==> src/rtl/sbc_pkg.sv <==
// Shared types for the boot ROM shadowing controller.
// Assumes nothing beyond a 1-bit mode encoding.
package sbc_pkg;
    typedef enum logic {
        MODE_UNDER = 1'b0,   // reads from ROM, copied into RAM
        MODE_RUN   = 1'b1    // RAM serves reads and writes
    } sbc_mode_t;
endpackage

==> src/rtl/sbc_mode_reg.sv <==
// Holds the current memory mode. Loads the requested mode only on an
// edge where the bus is idle, so no strobe spans a mode change.
// Assumes rd_n/we_n are synchronous to clk.
module sbc_mode_reg
    import sbc_pkg::*;
(
    input  logic      clk,
    input  logic      rst_n,
    input  logic      rd_n,
    input  logic      we_n,
    input  logic      run_sel,
    output sbc_mode_t mode
);
    logic bus_idle;

    // Bus is idle when neither strobe is active.
    always_comb bus_idle = rd_n & we_n;

    // Mode register: reset to shadowing, update only while idle.
    always_ff @(posedge clk) begin
        if (!rst_n)
            mode <= MODE_UNDER;
        else if (bus_idle)
            mode <= run_sel ? MODE_RUN : MODE_UNDER;
    end


    mode_hold_chk: assert property (@(posedge clk) disable iff (!rst_n)
        (!rd_n || !we_n) |=> $stable(mode));


    reset_mode_chk: assert property (@(posedge clk)
        !rst_n |=> mode == MODE_UNDER);
endmodule

==> src/rtl/sbc_wait_gen.sv <==
// Generates the ready signal. In shadowing mode the start of each read
// holds ready low for WAIT_STATES clocks; run mode never waits.
// Assumes the mode cannot change while rd_n is low.
module sbc_wait_gen
    import sbc_pkg::*;
#(
    parameter int WAIT_STATES = 1
) (
    input  logic      clk,
    input  logic      rst_n,
    input  logic      rd_n,
    input  sbc_mode_t mode,
    output logic      ready
);
    localparam int CW = (WAIT_STATES < 1) ? 1 : $clog2(WAIT_STATES + 1);
    localparam logic [CW-1:0] WLIM = CW'(WAIT_STATES);

    generate
        if (WAIT_STATES == 0) begin : g_nowait
            // No wait states configured: always ready.
            always_comb ready = 1'b1;
        end else begin : g_wait
            logic [CW-1:0] rd_cnt;

            // Counts edges that sampled rd_n low, saturating at the limit.
            always_ff @(posedge clk) begin
                if (!rst_n || rd_n)
                    rd_cnt <= '0;
                else if (rd_cnt != WLIM)
                    rd_cnt <= rd_cnt + 1'b1;
            end

            // Wait while a shadowing read is inside its window.
            always_comb ready = !((mode == MODE_UNDER) && !rd_n && (rd_cnt < WLIM));
        end
    endgenerate


    run_ready_chk: assert property (@(posedge clk) disable iff (!rst_n)
        (mode == MODE_RUN) |-> ready);


    read_wait_chk: assert property (@(posedge clk) disable iff (!rst_n)
        ($fell(rd_n) && mode == MODE_UNDER && WAIT_STATES > 0) |-> !ready);
endmodule

==> src/rtl/sbc_strobe_mux.sv <==
// Steers CPU strobes onto ROM/RAM enables according to the mode.
// Purely combinational; assumes active-low strobes.
module sbc_strobe_mux
    import sbc_pkg::*;
(
    input  sbc_mode_t mode,
    input  logic      rd_n,
    input  logic      we_n,
    output logic      rom_oe_n,
    output logic      ram_oe_n,
    output logic      ram_we_n
);
    // Select the strobe routing for the current mode.
    always_comb begin
        if (mode == MODE_UNDER) begin
            rom_oe_n = rd_n;
            ram_we_n = rd_n;
            ram_oe_n = 1'b1;
        end else begin
            rom_oe_n = 1'b1;
            ram_we_n = we_n;
            ram_oe_n = rd_n;
        end
    end
endmodule

==> src/rtl/shadow_boot_ctrl.sv <==
// Top of the boot ROM shadowing controller: mode register, strobe
// steering and ROM wait generation. Assumes one clock domain and a
// control bit held steady by an external output latch.
module shadow_boot_ctrl
    import sbc_pkg::*;
#(
    parameter int WAIT_STATES = 1
) (
    input  logic clk,
    input  logic rst_n,
    input  logic rd_n,
    input  logic we_n,
    input  logic run_sel,
    output logic rom_oe_n,
    output logic ram_oe_n,
    output logic ram_we_n,
    output logic ready
);
    sbc_mode_t mode;

    sbc_mode_reg u_mode (
        .clk(clk), .rst_n(rst_n), .rd_n(rd_n), .we_n(we_n),
        .run_sel(run_sel), .mode(mode)
    );

    sbc_strobe_mux u_mux (
        .mode(mode), .rd_n(rd_n), .we_n(we_n),
        .rom_oe_n(rom_oe_n), .ram_oe_n(ram_oe_n), .ram_we_n(ram_we_n)
    );

    sbc_wait_gen #(.WAIT_STATES(WAIT_STATES)) u_wait (
        .clk(clk), .rst_n(rst_n), .rd_n(rd_n), .mode(mode), .ready(ready)
    );


    oe_excl_chk: assert property (@(posedge clk) disable iff (!rst_n)
        !(!rom_oe_n && !ram_oe_n));


    run_rom_off_chk: assert property (@(posedge clk) disable iff (!rst_n)
        (mode == MODE_RUN) |-> rom_oe_n);


    enter_run_chk: assert property (@(posedge clk) disable iff (!rst_n)
        (rd_n && we_n && run_sel) |=> (mode == MODE_RUN));
endmodule

==> config.mk <==
export PLATFORM = sky130hd
export DESIGN_NAME = shadow_boot_ctrl
export DESIGN_NICKNAME = d
export VERILOG_FILES = /design/src/rtl/sbc_pkg.sv /design/src/rtl/sbc_mode_reg.sv /design/src/rtl/sbc_wait_gen.sv /design/src/rtl/sbc_strobe_mux.sv /design/src/rtl/shadow_boot_ctrl.sv
export SDC_FILE = /design/constraint.sdc
export NUM_CORES = 1
export LEC_CHECK = 0
export ABC_AREA = 0
export BUFFER_PORTS_ARGS = -buffer_cell sky130_fd_sc_hd__buf_4
export CAP_MARGIN = 20
export CORE_AREA = 2 2 39 41
export CTS_CLUSTER_DIAMETER = 60
export DETAILED_ROUTE_END_ITERATION = 12
export DIE_AREA = 0 0 41 43
export PLACE_DENSITY_LB_ADDON = 0.05
export SYNTH_ARGS = -nofsm -noshare
export SYNTH_HDL_FRONTEND = slang
export SYNTH_SLANG_ARGS = --single-unit
==> constraint.sdc <==
create_clock -name clk -period 1.2 [get_ports clk]
set_input_delay 0.18 -clock clk [delete_from_list [all_inputs] [get_ports clk]]
set_output_delay 0.18 -clock clk [all_outputs]
set_load 0.01 [all_outputs]
; ---- Yosys cells after proc, flatten, opt, wreduce, memory -nomap -nowiden
; Cells that the tools add are included.
[totals]
register_bits = 2
input_bits = 5
out_inout_bits = 4
[classes]
addsub = 1
order_cmp = 1
mux = 5
n_bitwise = 2
n_reduce_logical = 6
[ops]
columns = cell, count
row1 = two-way mux 1 bit, 5
row2 = logical NOT 1 bit, 3
row3 = logical AND 1 bit, 2
row4 = "adder 1 bit, second input constant", 1
row5 = AND 1 bit, 1
row6 = logical OR 1 bit, 1
row7 = "less-than comparator 1 bit, second input constant", 1
row8 = inverter 1 bit, 1

; ---- Depth between registers and ports, before layout
[depth]
word_depth = 4
ltp_mapped = 2
mapped_depth_nobuf = 2

; ---- Modules after synthesis
; Synthesis repeated with hierarchy kept, for this count alone.
[hier_totals]
cells_unflattened = 11
hier_area_um2 = 101.3
[modules_own_cells]
columns = mod, instances, cells_per_inst, area_each_um2, seq_area_each_um2
row1 = sbc_mode_reg, 1, 5, 41.3, 20.0
row2 = sbc_wait_gen, 1, 3, 32.5, 20.0
row3 = sbc_strobe_mux, 1, 3, 27.5, 0.0

; ---- Worst setup path after synthesis
; No wires, ideal clock.
[synth_timing]
path_type = reg2out
start = register u_mode.mode
end = output port ready
arrival_ps = 722
t_required_ps = 1020
path_slack_ps = 298
stages_incl_launch_ff = 2
path_cell_list = dfxtp_1 -> or3_1
[synth_via]
elab_chain_len = 4
[synth_lines]
columns = element, line_no
row1 = from (decl), sbc_mode_reg.sv:12  ; output sbc_mode_t mode
row2 = from (signal assigned), sbc_mode_reg.sv:24  ; mode <= run_sel ? MODE_RUN : MODE_UNDER;
row3 = inverter 1 bit, sbc_wait_gen.sv:34  ; always_comb ready = !((mode == MODE_UNDER) && !rd_n && (rd_cnt < WLIM));
row4 = logical AND 1 bit (2 in series), sbc_wait_gen.sv:34
row5 = logical NOT 1 bit, sbc_wait_gen.sv:34
row6 = to (decl), shadow_boot_ctrl.sv:17  ; output logic ready
; No other way between the ends.

; ---- Worst setup path in the final report
; Ends and elaborated chain as after synthesis.

==> out/results.env <==
H-TREE-DEPTH=1
YOSYSUNIQUECELLTYPES=8
DETAIL_ROUTE.WL_PER_CELL_UM=7.29
WORST-SLEW-PIN-TRANSITION_PS=123
MOSTFREQUENTLAYOUTCELLS='buf_4 (6), nand2_1 (3), clkbuf_4 (3), buf_6 (2)'
GRT_PASS1_VIAS=114
CLOCK-SINKS=2
FINALWORSTSETUPSLACK_PS=-16.4
DRC_ERRORS=0
CTS_ROOT_BUFFER='clkbuf_4'
VIOLATED_CHECKS='setup timing'
WORSTREGTOREGCELLS=2
GLOBAL_ROUTE.OVERFLOW_TOTAL=0
REG2REG_TO='u_mode.mode$_SDFFE_PN0P_'
KIND_OF_PATH_BEHIND_THE_TIGHTEST_HOLD_CHECK='in -> reg'
DESIGN_POWER_TOTAL_mW=0.270
P_LEAK_nW=0.102
CTS_SETUP_BUFFERS=0
REQUIRED_PS=1020
SYNTH_MUX_AREA_SHARE_PCT=21.5
SYNTH_CELLS=11
MIN_DELAY_WORST_ENDPOINT='u_wait.g_wait.rd_cnt$_SDFF_PP0_'
CLKPWRFRAC_PCT=54.0
SYNTH_TOP_FAMILY_BY_AREA='simple AND/OR/NAND/NOR gates'
DATA_ARRIVAL_CRITICAL_PATH_PS=1040
FINALCLOCKSKEW_PS=0
POST_DRT_VIA_CELL_RATIO=2.89
SETUP_REPAIR_AFTER_GLOBAL_ROUTING_MISSED_ITS_MARGIN='yes'
FINAL_CELLS=38
MAPPEDNETLISTNETS=16
TIMING.CRITICAL_PATH.FROM_TYPE='flip-flop'
SYN_AREA_PER_CELL_UM2=8.99
FF2FF_SETUP_SLACK_PS=580
CLK_TRANSITION_REPORTED_PATHS_PS=30
RUN_STATUS='complete, but fails checks'
FLOORPLAN.ROWS=14
PERIOD_SHARE_PCT=101
MIN_PERIOD_PS=1220
CTS_HOLD_REPAIR.BUFFERS=0
GRT.TOTAL_USAGE_PCT=4.41
SYNTH-ADDER-AREA-SHARE_PCT=0
ANTENNA_VIOL_NETS_FINAL=0
HOLD_VIOL=0
DETAIL_ROUTE.ITER0.VIOLATIONS=1
FINALSETUPVIOLATIONS=1
FINALWIRELENGTH_UM=277
BEGINNING_OF_THE_CRITICAL_PATH='u_mode.mode$_SDFFE_PN0P_'
POSTLAYOUTCOREUTIL_PCT=15.8
MAX_FREQ_GHz=0.822
FLOORPLAN.CORE_AREA_MM2=0.00138
HP-START='rd_n'
AREA_DELTA_SYNTH_FINAL_PCT=122
NUMBER_OF_I_O_PORT_BUFFERS=8
DIE_Y_UM=43
TRITONCTS_BUFFER_COUNT=3
START_UTIL_PCT=7.14
ANTENNA_VIOLATIONS_BEFORE_REPAIR=0
DESIGN.FINAL.NETS=29
CLK_PATH_BUF_DEPTH=2
CELL_INTERNAL_PWR_mW=0.215
YOSYS-TOP-CELLS-AREA='dfxtp_1 (41%), mux2_2 (11%), nand2_1 (11%)'
DIE_WIDTH_UM=41
CLOCK_LATENCY_PS=220
YOSYS.AREA_SHARE.SIMPLE_PCT=38.0
YOSYSTOPAREACELLSHARE_PCT=40.5
MAXCAPVIOLCOUNT=0
SLEW_VIOL_FINAL=0
WORST_REL_SLEW_SLACK_PCT=91.6
IRDROPWORSTVDD_V=0.000212
WORST_HOLD_SLACK_PS=156
POSTSYNTHREGISTERBITS=2
DP.CELLS=35
CRITICAL_PATH.ENDPOINT_TYPE='primary output'
GRT_PASS1_WL_UM=427
POWERDENSITY_mW_PER_MM2=1230
YOSYS.AREA_SHARE.XOR_XNOR_PCT=0
SEQ_POWER_SHARE_PCT=27.3
DIE_AREA_MM2=0.00176
DRT_FIRST_PASS_ITERS=2
LAYOUT-DRIVE-GT1-SHARE_PCT=68.2
SYNTH_COMPOUND_AREA_SHARE_PCT=0
WHS_PATH_DEPTH=2
VIAS=110
CRITPATHMAXFANOUT=5
ANTENNA_CELLS=0
YS.WARNINGS.COUNT=0
YOSYSTOPAREACELL='dfxtp_1'
R2R-START='u_mode.mode$_SDFFE_PN0P_'
CRITPATHKIND='reg -> out'
LAYOUT_COMMONEST_CELL='buf_4'
TRITONCTS='yes'
SYN-CELL-AREA_UM2=98.8
SYNTH.YOSYS.SEQ_AREA_SHARE_PCT=40.5
FINALWEIGHTEDCONGESTION=0.572
NETSWITCHINGPOWER_mW=0.0553
POWER_FRAC_COMB_PCT=18.7
POWER_SWITCHING_SHARE_PCT=20.5
GRT_MAX_DEGREE=7
IOS=9
==> power by group through the flow <==
stage	logic (mW)	clock network (mW)	registers [mW]
floorplan	0.0173	0	0.0730
global placement	0.0437	0	0.0741
detailed placement	0.0438	0	0.0738
CTS	0.0495	0.159	0.0735
global route	0.0552	0.166	0.0740
finish	0.0505	0.146	0.0735
==> metal layers <==
metal | routed length, um | track usage [%] | part of all wire, %
met4 | 0 | 8.00 | 0
met3 | 32 | 3.14 | 12
met5 | 0 | 0 | 0
met1 | 110 | 4.15 | 40
met2 | 134 | 4.06 | 48
==> worst max path at each step <==
stage / depth (start not counted) / endpoint
finish: 2 / ready
floorplan: 1 / ready
global placement: 2 / ram_we_n
global route: 2 / ready
detailed placement: 2 / ram_we_n
CTS: 2 / ready
==> metrics by stage <==
stage / setup TNS, ps / setup slack, ps / cell area, um^2
global route: -76.5 / -52.5 / 219
finish: -16.4 / -16.4 / 219
global placement: 0 / 143 / 179
detailed placement: 0 / 156 / 179
CTS: -36.5 / -36.5 / 214
floorplan: 0 / 298 / 98.8
==> kinds of logic (layout without fill, tap and decap cells) <==
family	Yosys count	count (layout)
mux	2	2
flops	2	2
simple gates	7	7
buf+inv	0	11
==> state kept, by name (all words and copies together) (netlist names) <==
signal	flops
u_wait.g_wait.rd_cnt	1
u_mode.mode	1
==> timing repair <==
action	4_1_cts	5_1_grt
resized for setup	4	1
pin swaps	1	0
setup endpoints to repair	2	3
==> critical path: stages, from the launching register on <==
cell and delay [ps]:
dfxtp_2 330, or3_4 360, buf_6 130
==> synth_stat cells <==
cell type / count
nand2_1: 3
dfxtp_1: 2
mux2_2: 1
mux2i_1: 1
nor2b_1: 1
or2_2: 1
or2b_1: 1
or3_1: 1
==> cell type report <==
cell class	instances	area, um^2
Multi-Input combinational cell	9	67.6
Timing Repair Buffer	8	67.6
Sequential cell	2	41.3
Fill cell	158	1160
Tap cell	16	20.0
Clock buffer	3	22.5
(Power assumes the default switching activity.)
